$ cat config.mk
export PLATFORM = sky130hd
export DESIGN_NAME = pcmp_engine
export DESIGN_NICKNAME = d
export VERILOG_FILES = /design/src/rtl/pcmp_pkg.sv /design/src/rtl/pcmp_rstsync.sv /design/src/rtl/pcmp_cfg.sv /design/src/rtl/pcmp_cmp.sv /design/src/rtl/pcmp_seq.sv /design/src/rtl/pcmp_engine.sv
export SDC_FILE = /design/constraint.sdc
export NUM_CORES = 1
export LEC_CHECK = 0
export BUFFER_PORTS_ARGS = -buffer_cell sky130_fd_sc_hd__buf_2
export CORE_UTILIZATION = 23
export CTS_CLUSTER_DIAMETER = 50
export DETAILED_ROUTE_END_ITERATION = 8
export MAX_ROUTING_LAYER = met4
export PLACE_DENSITY = 0.43
export SKIP_LAST_GASP = 1
export SLEW_MARGIN = 40
export SYNTH_ARGS = -nofsm -noshare
export SYNTH_HDL_FRONTEND = slang
export SYNTH_SLANG_ARGS = --single-unit
export TNS_END_PERCENT = 1
$ cat constraint.sdc
create_clock -name clk -period 8.1 [get_ports clk]
set_input_delay 0.81 -clock clk [delete_from_list [all_inputs] [get_ports clk]]
set_output_delay 0.81 -clock clk [all_outputs]
set_load 0.01 [all_outputs]
$ cat src/rtl/pcmp_pkg.sv
package pcmp_pkg;

  typedef enum logic [1:0] {
    XM_PLAIN     = 2'd0,
    XM_VERIFY    = 2'd1,
    XM_FIND      = 2'd2,
    XM_PLAIN_ALT = 2'd3
  } xfer_mode_e;

  typedef enum logic {
    SQ_IDLE = 1'b0,
    SQ_RUN  = 1'b1
  } sq_state_e;

  localparam logic [1:0] SEL_COUNT = 2'd0;
  localparam logic [1:0] SEL_MODE  = 2'd1;
  localparam logic [1:0] SEL_MASK  = 2'd2;
  localparam logic [1:0] SEL_BASE  = 2'd3;

endpackage

$ cat src/rtl/pcmp_rstsync.sv
module pcmp_rstsync #(
  parameter int STAGES = 2
) (
  input  logic clk,
  input  logic rst_n,
  output logic rst_ns
);

  logic [STAGES-1:0] sync_q;

  always_ff @(posedge clk or negedge rst_n) begin
    if (!rst_n) begin
      sync_q <= '0;
    end else begin
      sync_q <= {sync_q[STAGES-2:0], 1'b1};
    end
  end

  assign rst_ns = sync_q[STAGES-1];

endmodule

$ cat src/rtl/pcmp_cfg.sv
module pcmp_cfg
  import pcmp_pkg::*;
#(
  parameter int DATA_W = 32
) (
  input  logic              clk,
  input  logic              rst_n,
  input  logic              reg_we,
  input  logic [1:0]        reg_sel,
  input  logic [DATA_W-1:0] reg_wdata,
  input  logic              cfg_lock,
  output xfer_mode_e        mode,
  output logic [DATA_W-1:0] mask
);

  xfer_mode_e        mode_q, mode_d;
  logic [DATA_W-1:0] mask_q, mask_d;
  logic              mode_en, mask_en;

  always_comb begin
    mode_en = reg_we && !cfg_lock && (reg_sel == SEL_MODE);
    mask_en = reg_we && !cfg_lock && (reg_sel == SEL_MASK);
    mode_d  = xfer_mode_e'(reg_wdata[1:0]);
    mask_d  = reg_wdata;
  end

  always_ff @(posedge clk or negedge rst_n) begin
    if (!rst_n) begin
      mode_q <= XM_PLAIN;
      mask_q <= '1;
    end else begin
      if (mode_en) mode_q <= mode_d;
      if (mask_en) mask_q <= mask_d;
    end
  end

  assign mode = mode_q;
  assign mask = mask_q;

  // configuration cannot move while the sequencer holds the lock
  p_cfg_hold_r2: assert property (@(posedge clk) disable iff (!rst_n)
    (reg_we && cfg_lock) |=> ($stable(mode_q) && $stable(mask_q)));

endmodule

$ cat src/rtl/pcmp_cmp.sv
module pcmp_cmp
  import pcmp_pkg::*;
#(
  parameter int DATA_W = 32
) (
  input  logic              cmp_en,
  input  xfer_mode_e        mode,
  input  logic [DATA_W-1:0] rdata,
  input  logic [DATA_W-1:0] refv,
  input  logic [DATA_W-1:0] mask,
  output logic              trig
);

  logic [DATA_W-1:0] diff;
  logic              equal;

  for (genvar i = 0; i < DATA_W; i++) begin : g_bit
    assign diff[i] = (rdata[i] ^ refv[i]) & mask[i];
  end

  assign equal = ~|diff;

  always_comb begin
    unique case (mode)
      XM_VERIFY: trig = cmp_en & ~equal;
      XM_FIND:   trig = cmp_en &  equal;
      default:   trig = 1'b0;
    endcase
  end

endmodule

$ cat src/rtl/pcmp_seq.sv
module pcmp_seq
  import pcmp_pkg::*;
#(
  parameter int DATA_W    = 32,
  parameter int ADDR_W    = 32,
  parameter int CNT_W     = 12,
  parameter int ADDR_STEP = 4
) (
  input  logic              clk,
  input  logic              rst_n,
  input  logic              reg_we,
  input  logic [1:0]        reg_sel,
  input  logic [DATA_W-1:0] reg_wdata,
  input  logic              host_req,
  input  logic              host_wr,
  input  logic [DATA_W-1:0] host_wdata,
  input  logic              abort,
  input  xfer_mode_e        mode,
  input  logic              bus_ack,
  input  logic [DATA_W-1:0] bus_rdata,
  input  logic              trig,
  output logic              cfg_lock,
  output logic              cmp_en,
  output logic [DATA_W-1:0] refv,
  output logic              busy,
  output logic              bus_req,
  output logic              bus_wr,
  output logic [ADDR_W-1:0] bus_addr,
  output logic [DATA_W-1:0] bus_wdata,
  output logic [DATA_W-1:0] rd_data,
  output logic              sticky,
  output logic [ADDR_W-1:0] hit_addr
);

  localparam logic [CNT_W-1:0]  CNT_ONE = {{(CNT_W-1){1'b0}}, 1'b1};
  localparam logic [ADDR_W-1:0] STEP    = ADDR_W'(ADDR_STEP);

  sq_state_e         state_q, state_d;
  logic [CNT_W-1:0]  cnt_q, cnt_d;
  logic [ADDR_W-1:0] addr_q, addr_d;
  logic              wr_q, wr_d;
  logic              cmp_q, cmp_d;
  logic [DATA_W-1:0] data_q;
  logic              sticky_q, sticky_d;
  logic [ADDR_W-1:0] hit_q;
  logic [DATA_W-1:0] rdat_q;

  logic pushed, start, beat;
  logic data_en, hit_en, rdat_en;

  always_comb begin
    pushed   = (mode == XM_VERIFY) || (mode == XM_FIND);
    start    = host_req && (state_q == SQ_IDLE) && !sticky_q && !abort;
    beat     = (state_q == SQ_RUN) && bus_ack && !abort;
    cfg_lock = (state_q == SQ_RUN) || start;
    data_en  = start;
    rdat_en  = beat && !wr_q;
    hit_en   = beat && cmp_q && trig;
  end

  always_comb begin
    state_d  = state_q;
    cnt_d    = cnt_q;
    addr_d   = addr_q;
    wr_d     = wr_q;
    cmp_d    = cmp_q;
    sticky_d = sticky_q;
    if (abort) begin
      state_d  = SQ_IDLE;
      cnt_d    = '0;
      sticky_d = 1'b0;
    end else if (state_q == SQ_IDLE) begin
      if (start) begin
        state_d = SQ_RUN;
        wr_d    = host_wr && !pushed;
        cmp_d   = host_wr && pushed;
        if (cnt_q == '0) cnt_d = CNT_ONE;
      end else if (reg_we) begin
        if (reg_sel == SEL_COUNT) cnt_d  = reg_wdata[CNT_W-1:0];
        if (reg_sel == SEL_BASE)  addr_d = reg_wdata[ADDR_W-1:0];
      end
    end else if (beat) begin
      addr_d = addr_q + STEP;
      if (cmp_q && trig) begin
        sticky_d = 1'b1;
        cnt_d    = '0;
        state_d  = SQ_IDLE;
      end else begin
        cnt_d = cnt_q - CNT_ONE;
        if (cnt_q == CNT_ONE) state_d = SQ_IDLE;
      end
    end
  end

  always_ff @(posedge clk or negedge rst_n) begin
    if (!rst_n) begin
      state_q  <= SQ_IDLE;
      cnt_q    <= '0;
      addr_q   <= '0;
      wr_q     <= 1'b0;
      cmp_q    <= 1'b0;
      data_q   <= '0;
      sticky_q <= 1'b0;
      hit_q    <= '0;
      rdat_q   <= '0;
    end else begin
      state_q  <= state_d;
      cnt_q    <= cnt_d;
      addr_q   <= addr_d;
      wr_q     <= wr_d;
      cmp_q    <= cmp_d;
      sticky_q <= sticky_d;
      if (data_en) data_q <= host_wdata;
      if (hit_en)  hit_q  <= addr_q;
      if (rdat_en) rdat_q <= bus_rdata;
    end
  end

  assign busy      = (state_q == SQ_RUN);
  assign bus_req   = (state_q == SQ_RUN);
  assign bus_wr    = wr_q;
  assign bus_addr  = addr_q;
  assign bus_wdata = data_q;
  assign refv      = data_q;
  assign cmp_en    = cmp_q && bus_ack;
  assign rd_data   = rdat_q;
  assign sticky    = sticky_q;
  assign hit_addr  = hit_q;

  // abort returns the engine to idle with the flag clear
  p_abort_idle_r10: assert property (@(posedge clk) disable iff (!rst_n)
    abort |=> (!busy && !bus_req && !sticky_q));

  // a set flag keeps the engine from starting
  p_sticky_block_r8: assert property (@(posedge clk) disable iff (!rst_n)
    (sticky_q && !busy && !abort) |=> !busy);

  // request and its payload hold until acknowledged
  p_req_hold_r11: assert property (@(posedge clk) disable iff (!rst_n)
    (bus_req && !bus_ack && !abort) |=>
      (bus_req && $stable(bus_addr) && $stable(bus_wdata)));

  // every acknowledged access advances the address by one word
  p_addr_step_r3: assert property (@(posedge clk) disable iff (!rst_n)
    (bus_req && bus_ack && !abort) |=> (bus_addr == $past(bus_addr) + STEP));

  // a trigger ends the run and raises the flag
  p_trig_stop_r7: assert property (@(posedge clk) disable iff (!rst_n)
    (bus_req && cmp_q && bus_ack && trig && !abort) |=> (sticky_q && !busy));

  // pushed runs never write the bus
  p_push_read_r5: assert property (@(posedge clk) disable iff (!rst_n)
    (start && host_wr && pushed) |=> !bus_wr);

endmodule

$ cat src/rtl/pcmp_engine.sv
module pcmp_engine
  import pcmp_pkg::*;
#(
  parameter int DATA_W    = 32,
  parameter int ADDR_W    = 32,
  parameter int CNT_W     = 12,
  parameter int ADDR_STEP = 4
) (
  input  logic              clk,
  input  logic              rst_n,
  input  logic              reg_we,
  input  logic [1:0]        reg_sel,
  input  logic [DATA_W-1:0] reg_wdata,
  input  logic              host_req,
  input  logic              host_wr,
  input  logic [DATA_W-1:0] host_wdata,
  input  logic              abort,
  output logic              busy,
  output logic              bus_req,
  output logic              bus_wr,
  output logic [ADDR_W-1:0] bus_addr,
  output logic [DATA_W-1:0] bus_wdata,
  input  logic              bus_ack,
  input  logic [DATA_W-1:0] bus_rdata,
  output logic [DATA_W-1:0] rd_data,
  output logic              sticky_cmp,
  output logic [ADDR_W-1:0] hit_addr
);

  logic              rst_ns;
  xfer_mode_e        mode;
  logic [DATA_W-1:0] mask;
  logic [DATA_W-1:0] refv;
  logic              cfg_lock, cmp_en, trig;

  pcmp_rstsync #(.STAGES(2)) u_rst (
    .clk(clk), .rst_n(rst_n), .rst_ns(rst_ns)
  );

  pcmp_cfg #(.DATA_W(DATA_W)) u_cfg (
    .clk(clk), .rst_n(rst_ns), .reg_we(reg_we), .reg_sel(reg_sel),
    .reg_wdata(reg_wdata), .cfg_lock(cfg_lock), .mode(mode), .mask(mask)
  );

  pcmp_cmp #(.DATA_W(DATA_W)) u_cmp (
    .cmp_en(cmp_en), .mode(mode), .rdata(bus_rdata), .refv(refv),
    .mask(mask), .trig(trig)
  );

  pcmp_seq #(
    .DATA_W(DATA_W), .ADDR_W(ADDR_W), .CNT_W(CNT_W), .ADDR_STEP(ADDR_STEP)
  ) u_seq (
    .clk(clk), .rst_n(rst_ns), .reg_we(reg_we), .reg_sel(reg_sel),
    .reg_wdata(reg_wdata), .host_req(host_req), .host_wr(host_wr),
    .host_wdata(host_wdata), .abort(abort), .mode(mode),
    .bus_ack(bus_ack), .bus_rdata(bus_rdata), .trig(trig),
    .cfg_lock(cfg_lock), .cmp_en(cmp_en), .refv(refv), .busy(busy),
    .bus_req(bus_req), .bus_wr(bus_wr), .bus_addr(bus_addr),
    .bus_wdata(bus_wdata), .rd_data(rd_data), .sticky(sticky_cmp),
    .hit_addr(hit_addr)
  );

endmodule

==> impl_metrics.env, run 1 <==
export IMPL_run_status="finished clean"
export IMPL_drv_cap=0
export IMPL_synth_edf_count=0
export IMPL_finalHoldViolations=0
export IMPL_syn_avg_cell_area_sq_um=11.0
export IMPL_h_tree_depth=4
export IMPL_yosys_area_share_simple_pct=13.7
export IMPL_utilization_pct=30.0
export IMPL_fp_dieArea_sq_um=36700
export IMPL_ant_nets=0
export IMPL_fp_coreArea_sq_um=35500
export IMPL_yosysUniqueCellTypes=51
export IMPL_power_leakage_uw=0.00507
export IMPL_synth_seq_cells=180
export IMPL_crit_path_start_kind="primary input"
export IMPL_cp_max_fo=19
export IMPL_io_pins=237
export IMPL_antenna_found_initial=3
export IMPL_layout_commonest_cell="buf_2"
export IMPL_fp_dieW_microns=192
export IMPL_worstMarginPinSlew_ns=0.834
export IMPL_grt_max_degree=66
export IMPL_drive_above_1_share_pct=41.8
export IMPL_crit_arrival_ns=3.39
export IMPL_path_class="in2reg"
export IMPL_cp_end_kind="register"
export IMPL_critical_path_required_ns=8.43
export IMPL_drt_wirelength_per_cell_microns=19.1
export IMPL_cts_sinks=180
export IMPL_netlist_instances=750
export IMPL_gp_congestion=0.818
export IMPL_dr_pass1_iters=4
export IMPL_power_density_nw_per_um2=307
export IMPL_path_clk_slew_ns=0.07
export IMPL_cp_cell_sequence="buf_2 > xor2_1 > a22oi_1 > nand4_1 > nor4_2 > mux2i_1 > buf_4 > nor2_4 > buf_8 > mux2_2"
export IMPL_track_usage_pct=16.1
export IMPL_ctsHoldBuffers=0
export IMPL_cts_tree="built"
export IMPL_clockBufferDepth=2
export IMPL_dpl_cell_area_sq_um=10000
export IMPL_maxSlewViolCount=0
export IMPL_synthesis_nets=859
export IMPL_synth_compound_area_share_pct=9.85
export IMPL_grt_setup_unrepaired="false"
export IMPL_synth_xor_area_share_pct=3.71
export IMPL_clockRootBuffer="clkbuf_16"
export IMPL_setup_viol=0
export IMPL_relSlewSlack_pct=44.3
export IMPL_slowest_delay_ns=0.45
export IMPL_holdCritPathClass="in2async"
export IMPL_fmax_mhz=327
export IMPL_whs_ns=0.142
export IMPL_async_reset_ff_share_pct=100
export IMPL_drtIter0Drc=403
export IMPL_fin_setup_tns_ns=0
export IMPL_min_period_ns=3.06
export IMPL_area_delta_synth_final_pct=28.7
export IMPL_grt_pass1_vias=6503
export IMPL_yosysSeqAreaShare_pct=54.9
export IMPL_final_cell_mix="buf_2 (236), dfrtp_1 (146), nand2_1 (141)"
export IMPL_routed_wl_microns=28000
export IMPL_final_area_sq_um=10600
export IMPL_crit_family="simple AND/OR/NAND/NOR gates"
export IMPL_ys_warn_count=0
export IMPL_slowest_stage="nor2_4"
export IMPL_power_total_uw=3270
export IMPL_cp_buffers_inverters=3
export IMPL_layout_nets=1095
export IMPL_dp_hpwl_microns=20400
export IMPL_yosys_area_share_adder_pct=0.605
export IMPL_drt_vias_per_instance=4.53
export IMPL_ys_flop_type="dfrtp_1"
export IMPL_overflow=0
export IMPL_netlist_area_sq_um=8270
export IMPL_skew_ns=0.0113
export IMPL_startpoint="bus_rdata[23]"
export IMPL_synth_top_family_by_area="multiplexers"
export IMPL_reg2reg_from="u_seq.bus_req$_DFF_PN0_"
export IMPL_die_h_microns=192
export IMPL_period_share_pct=37.8
export IMPL_io_buffers=236
export IMPL_via_count=6628
export IMPL_cts_buffers=17
export IMPL_critical_path_depth=10
export IMPL_grt_first_pass_wirelength_microns=41800
export IMPL_start_util_pct=23.3
export IMPL_cts_setup_buffers=0
export IMPL_vdd_drop_max_uv=152
export IMPL_muxShareOfSynthArea_pct=14.7
export IMPL_std_cell_rows=69
export IMPL_clk_latency_ns=0.45
export IMPL_route_detailed_drc=0
export IMPL_postCtsResizedCells=0
export IMPL_fillCellCount=3742
export IMPL_worstRegToRegCells=7
sequential cells by signal (all words and copies together), names as in the netlist:
name / cells
u_cfg.mask: 32
u_cfg.mode: 2
u_rst.sync_q: 2
u_seq.bus_addr: 32
u_seq.bus_req: 1
u_seq.bus_wdata: 32
u_seq.bus_wr: 1
u_seq.cmp_q: 1
u_seq.cnt_q: 12
u_seq.hit_addr: 32
u_seq.rd_data: 32
u_seq.sticky: 1
report_power, final:
group | switching (uW) | total (uW) | internal, uW
sequential | 265 | 1480 | 1220
combinational | 495 | 934 | 440
clock | 384 | 857 | 473
cell families (layout without fill, tap and decap cells):
| group | after synthesis | in the layout |
|---|---|---|
| xor gates and xnor gates | 35 | 35 |
| DFF | 180 | 180 |
| and+or+nand+nor | 245 | 245 |
| muxes | 109 | 109 |
| adders and majority gates | 4 | 4 |
| AOI/OAI and AO/OA | 132 | 132 |
| buffers and inverters | 44 | 293 |
| other | 1 | 4 |
area by class of cell:
type	instances	area [sq um]	share of cell area (%)
Clock buffer	21	460	4.33
Clock inverter	11	126	1.19
Sequential cell	180	4550	42.7
Inverter	10	37.5	0.353
Timing Repair Buffer	251	1340	12.6
Multi-Input combinational cell	526	3550	33.4
Tap cell	461	577	5.42
Antenna cell	3	7.51	0.0705
synth_stat cells, types with 2 or more instances:
cell / number / area [sq um]
o211ai_1: 2 / 15.0
o21ai_0: 27 / 135
or2_2: 3 / 18.8
buf_1: 3 / 11.3
mux2i_1: 10 / 100
inv_1: 10 / 37.5
nand2_1: 141 / 529
nor3b_1: 2 / 15.0
nand3_1: 26 / 130
nor3_1: 8 / 40.0
mux2_1: 7 / 78.8
a41o_1: 2 / 20.0
a222oi_1: 2 / 20.0
nand3b_1: 2 / 15.0
nand2b_1: 4 / 25.0
buf_6: 3 / 33.8
nor4_1: 3 / 18.8
o22ai_1: 22 / 138
buf_2: 8 / 40.0
and3_1: 7 / 43.8
a22oi_1: 22 / 165
nor2_1: 16 / 60.1
o2111ai_1: 3 / 26.3
nand4_1: 14 / 87.6
o31ai_1: 2 / 15.0
dfrtp_1: 148 / 3700
a21oi_1: 40 / 200
xor2_1: 34 / 298
and4_1: 4 / 35.0
nor2b_1: 3 / 18.8
mux2_2: 92 / 1040
a31oi_1: 3 / 18.8
and2_1: 2 / 12.5
clkbuf_1: 19 / 71.3
dfstp_2: 32 / 841
nor4_2: 2 / 25.0
ha_1: 4 / 50.1
or3_1: 5 / 31.3
worst paths after layout:
check	end	slack [ns]
max in group asynchronous	u_seq.bus_req$_DFF_PN0_	6.67
min in group clk	u_rst.sync_q[1]$_DFF_PN0_	0.36
min	u_rst.sync_q[0]$_DFF_PN0_	0.14
max	u_seq.hit_addr[27]$_DFFE_PN0P_	5.04
max reg2reg	u_seq.hit_addr[27]$_DFFE_PN0P_	5.04
min reg2reg	u_seq.hit_addr[15]$_DFFE_PN0P_	0.21
through the flow:
| stage | instances | setup WS [ns] |
|---|---|---|
| after floorplan | 750 | 2.77 |
| after global placement | 1424 | 4.36 |
| after detailed placement | 1427 | 4.51 |
| after CTS | 1459 | 4.96 |
| after global routing | 1463 | 4.79 |
| final | 1463 | 5.04 |
routing by layer:
metal	GRT usage (%)	wire length [microns]	vias up	part of all wire (%)
li1	-	-	3158	-
met5	-	0	-	0
met3	3.60	1280	16	4.6
met1	20.7	12900	3295	46
met2	25.3	13500	159	48
met4	4.21	264	0	0.94
No activity file was read; power rests on OpenSTA's default activity.
==> inputs of run 2 (changes only) <==
ABC_AREA = 1   (was not set)
PLACE_DENSITY = 0.44   (was 0.43)
clock period = 2.55 ns   (was 8.1 ns; I/O delays follow)
==> run 2 against run 1 <==
Count of clock-buffer cells in the layout is 2 lower. Register-to-register slack worse by 4.5 ns. Area after synthesis is 5.5% higher. Clock skew is 0.0030 ns higher. Via count is 19% higher. Total power grew to 3.3 times the previous value. Critical path depth is 1 higher. Sequential share of layout area is 2.7 points lower. Cell area is 6.6% higher. Combinational power grew to 3.5 times the previous value. Clock power grew to 3.3 times the previous value. Critical endpoint is now u_seq.hit_addr[19]$_DFFE_PN0P_.
==> impl_metrics.env, run 2 <==
export IMPL_crit_path_start_kind="register"
export IMPL_antenna_found_initial=3
export IMPL_ctsHoldBuffers=22
export IMPL_period_share_pct=80.4
export IMPL_track_usage_pct=16.1
export IMPL_yosysMostFrequentCell="nand2_1"
export IMPL_routed_wl_microns=29900
export IMPL_synthesis_nets=1182
export IMPL_postCtsResizedCells=0
export IMPL_route_detailed_drc=0
export IMPL_drt_vias_per_instance=4.29
export IMPL_syn_avg_cell_area_sq_um=8.13
export IMPL_combPwrFrac_pct=30.5
export IMPL_power_leakage_uw=0.00587
export IMPL_cp_max_fo=58
export IMPL_fp_dieW_microns=197
export IMPL_final_cell_mix="nand2_1 (337), buf_2 (236), dfrtp_1 (147)"
export IMPL_clockRootBuffer="clkbuf_16"
export IMPL_startpoint="u_seq.bus_wdata[31]$_DFFE_PN0P_"
export IMPL_p_seq_share_pct=43.1
export IMPL_clockPowerShare_pct=26.4
export IMPL_cellInternalPower_uw=6660
export IMPL_yosysSeqAreaShare_pct=52.1
export IMPL_clk_latency_ns=0.45
export IMPL_grt_setup_unrepaired="false"
export IMPL_final_area_sq_um=11300
export IMPL_fp_dieArea_sq_um=38700
export IMPL_clockBufferDepth=2
export IMPL_drive_above_1_share_pct=27.0
export IMPL_yosys_area_top_type="dfrtp_1"
export IMPL_drv_cap=0
export IMPL_path_class="reg2reg"
export IMPL_power_density_nw_per_um2=939
export IMPL_dp_hpwl_microns=22400
export IMPL_io_buffers=236
export IMPL_overflow=0
export IMPL_via_count=7911
export IMPL_std_cell_rows=70
export IMPL_cts_setup_buffers=0
export IMPL_run_status="finished clean"
export IMPL_crit_arrival_ns=2.37
export IMPL_async_reset_ff_share_pct=100
export IMPL_synth_top_area_share_pct=42.4
export IMPL_grt_first_pass_wirelength_microns=45600
export IMPL_area_delta_synth_final_pct=30.1
export IMPL_netlist_instances=1073
export IMPL_dr_pass1_iters=5
export IMPL_gp_congestion=0.771
export IMPL_worstMarginPinSlew_ns=0.635
export IMPL_cts_sinks=180
export IMPL_ys_flop_type="dfrtp_1"
export IMPL_relSlewSlack_pct=57.6
export IMPL_synth_area_leaders="dfrtp_1 (42%), nand2_1 (15%), dfstp_2 (9.6%)"
export IMPL_drtIter0Drc=515
export IMPL_io_pins=237
export IMPL_path_clk_slew_ns=0.08
export IMPL_p_sw_uw=4000
export IMPL_layout_nets=1435
export IMPL_skew_ns=0.0143
export IMPL_ant_nets=0
export IMPL_cp_end_kind="register"
export IMPL_holdCritPathClass="in2reg"
export IMPL_start_util_pct=23.6
export IMPL_grt_max_degree=70
export IMPL_fin_setup_tns_ns=0
export IMPL_reg2reg_from="u_seq.bus_wdata[31]$_DFFE_PN0P_"
export IMPL_layout_commonest_cell="nand2_1"
export IMPL_drt_wirelength_per_cell_microns=16.2
export IMPL_ys_warn_count=0
export IMPL_dpl_cell_area_sq_um=10500
export IMPL_critical_path_required_ns=2.87
export IMPL_grt_pass1_vias=7702
export IMPL_cts_buffers=17
export IMPL_h_tree_depth=4
export IMPL_setup_viol=0
export IMPL_netlist_area_sq_um=8730
export IMPL_synth_common_cells="nand2_1 (338), dfrtp_1 (148), o21ai_0 (139), inv_1 (128), nand3_1 (53)"
export IMPL_synth_seq_cells=180
export IMPL_hold_path_startpoint="host_wdata[21]"
export IMPL_maxSlewViolCount=0
export IMPL_vdd_drop_max_uv=441
export IMPL_fp_coreArea_sq_um=37000
export IMPL_cts_tree="built"
export IMPL_die_h_microns=197
export IMPL_min_period_ns=2.05
export IMPL_sw_frac_of_total_pct=37.5
export IMPL_synth_edf_count=0
export IMPL_finalHoldViolations=0
export IMPL_fmax_mhz=488
export IMPL_yosysUniqueCellTypes=43
==> run 2: through the flow <==
step | setup slack (ns) | std cells | util (%) | hold WS [ns] | total power (uW)
2_1_floorplan | 0.715 | 1073 | - | -0.0406 | 6350
3_3_place_gp | 0.384 | 1789 | 28.5 | 0.0415 | 7890
3_5_place_dp | 0.347 | 1789 | 28.5 | 0.0442 | 7920
4_1_cts | 0.325 | 1843 | 30.7 | 0.00210 | 10800
5_1_grt | 0.126 | 1845 | 30.7 | 0.0178 | 11400
6_report | 0.501 | 1845 | 30.7 | 0.0251 | 10700
==> run 2: worst max-delay path: stages, from the launching register on <==
cell,delay (ns)
dfrtp_1,0.41
inv_1,0.08
nand2_1,0.05
nand3_1,0.07
nand2_1,0.07
nor2_1,0.14
nand2_1,0.09
nor2_1,0.28
nand3_1,0.17
nand4_2,0.14
buf_12,0.24
o21ai_0,0.13
==> run 2: final cells by class <==
class,count,area (sq um)
Antenna cell,2,5.00
Fill cell,4078,25600
Clock buffer,19,443
Clock inverter,13,160
Timing Repair Buffer,276,1590
Sequential cell,180,4550
Tap cell,504,631
Inverter,132,498
Multi-Input combinational cell,719,3480
==> run 2: kinds of logic after synthesis <==
group                    count (synthesis)  share of synthesized area [%]
AO/OA/AOI/OAI                          207                           12.7
XOR/XNOR                                14                           1.41
adder cells (fa/ha/maj)                  4                          0.574
buffers and inverters                  174                           8.09
flip-flops                             180                           52.1
multiplexers                            21                           2.71
other                                    1                         0.0430
AND/OR/NAND/NOR                        472                           22.4
==> run 2: worst paths after layout <==
kind                                                    to  slack (ns)  cells past startpoint
max                         u_seq.hit_addr[19]$_DFFE_PN0P_        0.50                     11
max reg2reg                 u_seq.hit_addr[19]$_DFFE_PN0P_        0.50                     11
min in group asynchronous        u_rst.sync_q[0]$_DFF_PN0_        0.11                      2
min                        u_seq.bus_wdata[21]$_DFFE_PN0P_        0.03                      3
max in group asynchronous        u_cfg.mask[3]$_DFFE_PN1P_        1.54                      1
min reg2reg                 u_seq.hit_addr[24]$_DFFE_PN0P_        0.25                      0
==> run 2: per-layer routing <==
metal  GRT usage, %  share of wire, %  up-vias  wire (microns)
li1               -                 -     3938               -
met1           22.8                51     3742           15400
met2           22.9                42      207           12700
met3           3.34               4.8       24            1450
met4           4.54               1.4        0             420
met5              -                 0        -               0
==> run 2: power by group through the flow <==
stage	clock [uW]	combinational, uW	sequential, uW
after floorplan	0	1560	4790
after global placement	0	3260	4640
after detailed placement	0	3280	4640
after CTS	2910	3320	4600
after global routing	3010	3710	4730
final	2810	3260	4590
